### src/rtl/wx_pkg.sv
package wx_pkg;
  localparam int CODE_W = 3;

  // before-wake codes
  localparam logic [CODE_W-1:0] BF_PRIMARY  = 3'd0;
  localparam logic [CODE_W-1:0] BF_SECOND   = 3'd1;
  localparam logic [CODE_W-1:0] BF_INTERNAL = 3'd2;

  // after-wake codes
  localparam logic [CODE_W-1:0] AF_CRYSTAL  = 3'd0;
  localparam logic [CODE_W-1:0] AF_PLL      = 3'd1;
  localparam logic [CODE_W-1:0] AF_EXTCLK   = 3'd2;
  localparam logic [CODE_W-1:0] AF_INTERNAL = 3'd3;

  typedef enum logic [1:0] {ST_ASLEEP, ST_WAIT, ST_RUN} wx_state_t;

  typedef struct packed {
    logic ost;      // start-up count required
    logic pll;      // lock count follows start-up
    logic iob;      // internal stabilisation window required
    logic pri_tgt;  // target is a crystal mode
    logic int_tgt;  // target is internal oscillator
    logic int_now;  // internal oscillator already stable
  } wx_path_t;
endpackage

### src/rtl/wx_path_sel.sv
module wx_path_sel
  import wx_pkg::*;
(
  input  logic [CODE_W-1:0] src_before,
  input  logic [CODE_W-1:0] src_after,
  output wx_path_t          path
);
  logic crystal_like;
  logic prim_ran;
  logic int_ran;

  always_comb begin
    crystal_like = (src_after == AF_CRYSTAL) || (src_after == AF_PLL);
    prim_ran     = (src_before == BF_PRIMARY);
    int_ran      = (src_before == BF_INTERNAL);
    path.pri_tgt = crystal_like;
    path.ost     = crystal_like && !prim_ran;
    path.pll     = (src_after == AF_PLL) && !prim_ran;
    path.int_tgt = (src_after == AF_INTERNAL);
    path.iob     = (src_after == AF_INTERNAL) && !int_ran;
    path.int_now = (src_after == AF_INTERNAL) && int_ran;
  end
endmodule

### src/rtl/wx_countdown.sv
module wx_countdown #(
  parameter int LEN = 4
) (
  input  logic clk,
  input  logic rst,
  input  logic start,
  output logic fire
);
  localparam int W = (LEN < 2) ? 1 : $clog2(LEN + 1);

  logic [W-1:0] cnt;
  logic         busy;

  always_ff @(posedge clk) begin
    if (rst) begin
      busy <= 1'b0;
      cnt  <= '0;
    end else if (start) begin
      busy <= 1'b1;
      cnt  <= W'(LEN);
    end else if (busy) begin
      if (cnt == W'(1)) busy <= 1'b0;
      else              cnt  <= cnt - W'(1);
    end
  end

  assign fire = busy && (cnt == W'(1));

  AST_COUNT_STEPS: assert property (@(posedge clk) disable iff (rst)
    (busy && !start && !fire) |=> (busy && cnt == $past(cnt) - W'(1)));
  AST_FIRE_ENDS: assert property (@(posedge clk) disable iff (rst)
    (fire && !start) |=> !busy);
endmodule

### src/rtl/wx_osc_chain.sv
module wx_osc_chain #(
  parameter int T_OST = 40,
  parameter int T_PLL = 12
) (
  input  logic clk,
  input  logic rst,
  input  logic start,
  input  logic use_pll,
  output logic osc_fire
);
  logic ost_fire;
  logic pll_fire;
  logic pll_start;

  assign pll_start = ost_fire && use_pll;

  wx_countdown #(.LEN(T_OST)) u_ost (
    .clk(clk), .rst(rst), .start(start), .fire(ost_fire)
  );

  wx_countdown #(.LEN(T_PLL)) u_pll (
    .clk(clk), .rst(rst), .start(pll_start), .fire(pll_fire)
  );

  assign osc_fire = use_pll ? pll_fire : ost_fire;

  AST_PLL_AFTER_OST: assert property (@(posedge clk) disable iff (rst)
    pll_start |-> !pll_fire);
endmodule

### src/rtl/wake_exit_seq.sv
module wake_exit_seq
  import wx_pkg::*;
#(
  parameter int T_CSD = 4,
  parameter int T_OST = 40,
  parameter int T_PLL = 12,
  parameter int T_IOB = 24
) (
  input  logic              clk,
  input  logic              rst,
  input  logic              wake,
  input  logic              sleep_enter,
  input  logic [CODE_W-1:0] src_before,
  input  logic [CODE_W-1:0] src_after,
  output logic              resume,
  output logic              pri_rdy,
  output logic              int_rdy
);
  wx_state_t state;
  wx_path_t  path_in;
  logic      accept;
  logic      pll_q, pri_tgt_q, int_tgt_q;
  logic      csd_done, osc_done, int_pend;
  logic      csd_fire, osc_fire, iob_fire;
  logic      csd_nx, osc_nx;
  logic      go_sleep;

  wx_path_sel u_sel (
    .src_before(src_before), .src_after(src_after), .path(path_in)
  );

  assign accept   = wake && (state == ST_ASLEEP);
  assign go_sleep = sleep_enter && (state == ST_RUN);

  wx_countdown #(.LEN(T_CSD)) u_csd (
    .clk(clk), .rst(rst), .start(accept), .fire(csd_fire)
  );

  wx_osc_chain #(.T_OST(T_OST), .T_PLL(T_PLL)) u_osc (
    .clk(clk), .rst(rst), .start(accept && path_in.ost),
    .use_pll(accept ? path_in.pll : pll_q), .osc_fire(osc_fire)
  );

  wx_countdown #(.LEN(T_IOB)) u_iob (
    .clk(clk), .rst(rst), .start(accept && path_in.iob), .fire(iob_fire)
  );

  assign csd_nx = csd_done || csd_fire;
  assign osc_nx = osc_done || osc_fire;

  always_ff @(posedge clk) begin
    if (rst) begin
      state     <= ST_ASLEEP;
      resume    <= 1'b0;
      pri_rdy   <= 1'b0;
      int_rdy   <= 1'b0;
      pll_q     <= 1'b0;
      pri_tgt_q <= 1'b0;
      int_tgt_q <= 1'b0;
      csd_done  <= 1'b0;
      osc_done  <= 1'b0;
      int_pend  <= 1'b0;
    end else begin
      resume <= 1'b0;
      if (int_pend && iob_fire) begin
        int_rdy  <= 1'b1;
        int_pend <= 1'b0;
      end
      unique case (state)
        ST_ASLEEP: begin
          if (wake) begin
            pll_q     <= path_in.pll;
            pri_tgt_q <= path_in.pri_tgt;
            int_tgt_q <= path_in.int_tgt;
            csd_done  <= 1'b0;
            osc_done  <= !path_in.ost;
            int_pend  <= path_in.iob;
            if (path_in.int_now) int_rdy <= 1'b1;
            state <= ST_WAIT;
          end
        end
        ST_WAIT: begin
          csd_done <= csd_nx;
          osc_done <= osc_nx;
          if (osc_fire && pri_tgt_q) pri_rdy <= 1'b1;
          if (csd_nx && osc_nx) begin
            resume <= 1'b1;
            if (pri_tgt_q) pri_rdy <= 1'b1;
            state <= ST_RUN;
          end
        end
        ST_RUN: begin
          if (sleep_enter) begin
            state    <= ST_ASLEEP;
            pri_rdy  <= 1'b0;
            int_rdy  <= 1'b0;
            int_pend <= 1'b0;
          end
        end
        default: state <= ST_ASLEEP;
      endcase
    end
  end

  AST_RESUME_ONE_CYCLE: assert property (@(posedge clk) disable iff (rst)
    resume |=> !resume);
  AST_RESUME_IN_RUN: assert property (@(posedge clk) disable iff (rst)
    resume |-> (state == ST_RUN));
  AST_CHOICE_HELD: assert property (@(posedge clk) disable iff (rst)
    (state != ST_ASLEEP) |=> ($stable(pll_q) && $stable(pri_tgt_q) && $stable(int_tgt_q)));
  AST_PRI_CRYSTAL_ONLY: assert property (@(posedge clk) disable iff (rst)
    pri_rdy |-> pri_tgt_q);
  AST_INT_TARGET_ONLY: assert property (@(posedge clk) disable iff (rst)
    int_rdy |-> int_tgt_q);
  AST_SLEEP_CLEARS: assert property (@(posedge clk) disable iff (rst)
    go_sleep |=> (!pri_rdy && !int_rdy && !resume));
endmodule

### config.mk
export PLATFORM = sky130hd
export DESIGN_NAME = wake_exit_seq
export DESIGN_NICKNAME = d
export VERILOG_FILES = /design/src/rtl/wx_pkg.sv /design/src/rtl/wx_path_sel.sv /design/src/rtl/wx_countdown.sv /design/src/rtl/wx_osc_chain.sv /design/src/rtl/wake_exit_seq.sv
export SDC_FILE = /design/constraint.sdc
export NUM_CORES = 1
export LEC_CHECK = 0
export CAP_MARGIN = 15
export CORE_ASPECT_RATIO = 0.6
export CORE_MARGIN = 3
export CORE_UTILIZATION = 26
export DETAILED_ROUTE_END_ITERATION = 10
export GPL_TIMING_DRIVEN = 0
export PLACE_DENSITY = 0.4
export SYNTH_ARGS = -nofsm -noshare
export SYNTH_HDL_FRONTEND = slang
export SYNTH_SLANG_ARGS = --single-unit
### constraint.sdc
create_clock -name clk -period 4.9 [get_ports clk]
set_clock_uncertainty 0.05 [all_clocks]
set_input_delay 1.47 -clock clk [delete_from_list [all_inputs] [get_ports clk]]
set_output_delay 1.47 -clock clk [all_outputs]
set_load 0.02 [all_outputs]
==> summary.txt <==
Route
  – Post-route ant nets: 0
  – Via Count: approximately 1300
  – Drt pass-1 iters: 4
  – WL final: between 3000 and 4000 µm
  – Avg WL per Cell: 12.56 µm
  – Drc violations: 0
  – DRT iter0 DRCs: 35
  – Via density per instance: 4.610

STA
  – RSZ-0062 raised after global routing: no
  – Setup TNS Final: 0 ns
  – Max Slew Vio Count: 0
  – Max_slew headroom: 0.5983
  – Fmax: 311.7 MHz
  – Slack of the critical path: 1.691 ns
  – Final setup vio count: 0
  – Period utilization: 0.6548
  – Worst-Margin Slew: 0.5932 ns
  – Final min period: 3.209 ns
  – Fin. Hold Viols: 0

Worst hold path
  – HP Start: int_pend
  – Min-delay worst type: reg2reg

Final layout
  – Final nets: 210
  – FILL cells: roughly 630
  – Utilization after layout: 0.3257
  – Share of layout cells above drive strength 1: 0.06250
  – Final std cells w/o fill: 272
  – Inserted Diodes: 0
  – Synth-to-Final Area Change: 18.24%

Placement
  – Placed Instances: 265
  – DP Wirelength: 2704 µm
  – DP Worst Slack: 1.409 ns
  – Gpl congestion: 0.7046
  – PortBufs: 11

Clocking
  – Clock Root Buffer: clkbuf_8
  – Cts bufs inserted: 5
  – CTS Hold Buffers Added: 0
  – Clock Latency Late Sink: 0.28 ns
  – CTS tree: built
  – Setup bufs post-CTS: 0
  – Htree depth: 2
  – Bufs on Longest Clock Path: 2
  – Clock Sink Count: 32
  – CTS clock-pin slew for the worst setup and hold paths: 0.06 ns
  – Resize count post-CTS: 0

Global route
  – First-pass GRT wire length: 5851 µm
  – Initial antenna violation count: 0
  – Largest net degree at the start of global routing: 11
  – Number of global-route vias before repair: 1265
  – Global Route Usage Sum: 0.1077
  – GR Overflow Total: 0

Yosys
  – Mapped Cells: 174
  – Asr flop ratio synth: 0
  – Ys Warns: 0
  – Commonest cells in the synthesized netlist: dfxtp_1 (32), a21oi_1 (18), nor2_1 (13)
  – Most frequent cell after synthesis: dfxtp_1
  – Syn_area_per_cell: 9.068 µm²
  – Cell variety after synth: 44
  – Synth area leader: dfxtp_1
  – Leading post-synthesis cells by cell area: dfxtp_1 (41%), ha_1 (6.3%), a21oi_1 (5.7%), xor2_1 (5.0%), nor3_1 (3.8%)
  – Top_reg_cell synth: dfxtp_1
  – Sequential area share after synthesis: 0.4060
  – FF+latch count, synth: 32
  – Area of the mapped netlist: roughly 1600 µm²
  – EDFF count, synth: 0
  – Post-synth top area share: 0.4060
  – Syn Nets: 192

Floorplanning
  – Core area: 5728 µm²
  – Die extent in x: between 100 and 150 µm
  – Chip height: 66.34 µm
  – Die area: 7070 µm²
  – Top-Level Pins: 13
  – Initial Utilization: 0.2754
  – Row count: 21

Critical path
  – Crit Path Max Fanout: 5
  – Critical path class: in2reg
  – Req. time, crit path: ~5.0 ns
  – FF-to-FF Start: state[1]
  – Critical-path cell list: clkdlybuf4s50_1, nor4b_2, a32oi_4, nor3_1, nor3_1
  – Crit. End Element: flip-flop
  – Crit. Startpoint: wake
  – CP peak stage delay: about 0.51 ns
  – Cell family with most CP delay: simple AND/OR/NAND/NOR gates
  – Critical path arrival: 3.30 ns
  – Most Frequent Cell on Critical Path: nor3_1
  – Critical-path top delay cell: nor3_1
  – Category of the worst setup path launch point: input port
  – Critical path buffer and inverter count: 1

Run status
  – Status: finished, final reports clean

Power and ir drop
  – VDD IR max: 0.00009911 V
  – Leak: roughly 0.64 nW
  – Pwr Total: 0.6411 mW
  – PwrDens: around 340 nW/µm²

Flow run
  – Max Cap Viol: 0
-- metrics by stage --
step                cell area, µm²  hold WS, ns
floorplan                     1578       0.3867
global placement              1788       0.4124
detailed placement            1788       0.4175
CTS                           1866       0.4255
global route                  1866       0.4634
finish                        1866       0.4269
-- layer usage --
metal / track usage / part of all wire / vias to the layer above
met4: 0.03349 / 0.0044 / 0
met5: 0 / 0 / -
met2: 0.1654 / 0.42 / 12
li1: - / - / 658
met1: 0.1404 / 0.54 / 582
met3: 0.04000 / 0.035 / 2
-- placed cells by master (no fill, tap or decap), types with 8 or more instances in the layout --
master | netlist | routed
dfxtp_1 | 32 | 32
a21oi_1 | 18 | 18
nor2_1 | 13 | 13
nor3_1 | 12 | 12
inv_1 | 11 | 11
clkdlybuf4s50_1 | 0 | 11
xor2_1 | 9 | 9
nand2_1 | 9 | 9
ha_1 | 8 | 8
-- report_power, final --
part	internal, mW	switching, mW
Combinational	0.0650	0.0746
Sequential	0.287	0.0279
Clock	0.0964	0.0898
Total	0.449	0.192
-- logic make-up (layout without fill, tap and decap cells) --
family	Yosys count	in the layout	share of synthesized area
AOI/OAI and AO/OA	38	38	0.1729
xor gates and xnor gates	13	13	0.07217
adders and majority gates	8	8	0.06344
buffers and inverters	15	33	0.04044
DFF	32	32	0.4060
muxes	2	2	0.01269
and+or+nand+nor	66	66	0.2324
-- registers in the layout, indices dropped and copies added, names as in the netlist --
register,count
csd_done,1
int_pend,1
int_rdy,1
osc_done,1
pll_q,1
pri_rdy,1
pri_tgt_q,1
resume,1
state,2
u_csd.busy,1
u_csd.cnt,3
u_iob.busy,1
u_iob.cnt,5
u_osc.u_ost.busy,1
u_osc.u_ost.cnt,6
u_osc.u_pll.busy,1
u_osc.u_pll.cnt,4
-- worst min-delay path: cells and delay by family (launching register included) --
kind | cells | cell delay (ns)
flip-flops | 1 | 0.31
AND/OR/NAND/NOR | 1 | 0.06
AO/OA/AOI/OAI | 1 | 0.06
-- layout make-up --
cell class	instances	area, µm²	share of cell area
Multi-Input combinational cell	127	873.3	0.4681
Sequential cell	32	640.6	0.3434
Buffer	4	22.52	0.01207
Timing Repair Buffer	11	110.1	0.05902
Clock inverter	1	5.005	0.002683
Tap cell	80	100.1	0.05366
Clock buffer	6	72.57	0.03890
Inverter	11	41.29	0.02213
-- worst paths after layout --
kind,end,slack (ns),depth (start not counted)
worst max-delay path,u_osc.u_pll.cnt[0],1.69,5
worst min-delay path,int_pend,0.43,2
worst max register to register,u_osc.u_pll.cnt[0],2.95,4
worst min register to register,int_pend,0.43,2
(Power assumes the default switching activity.)
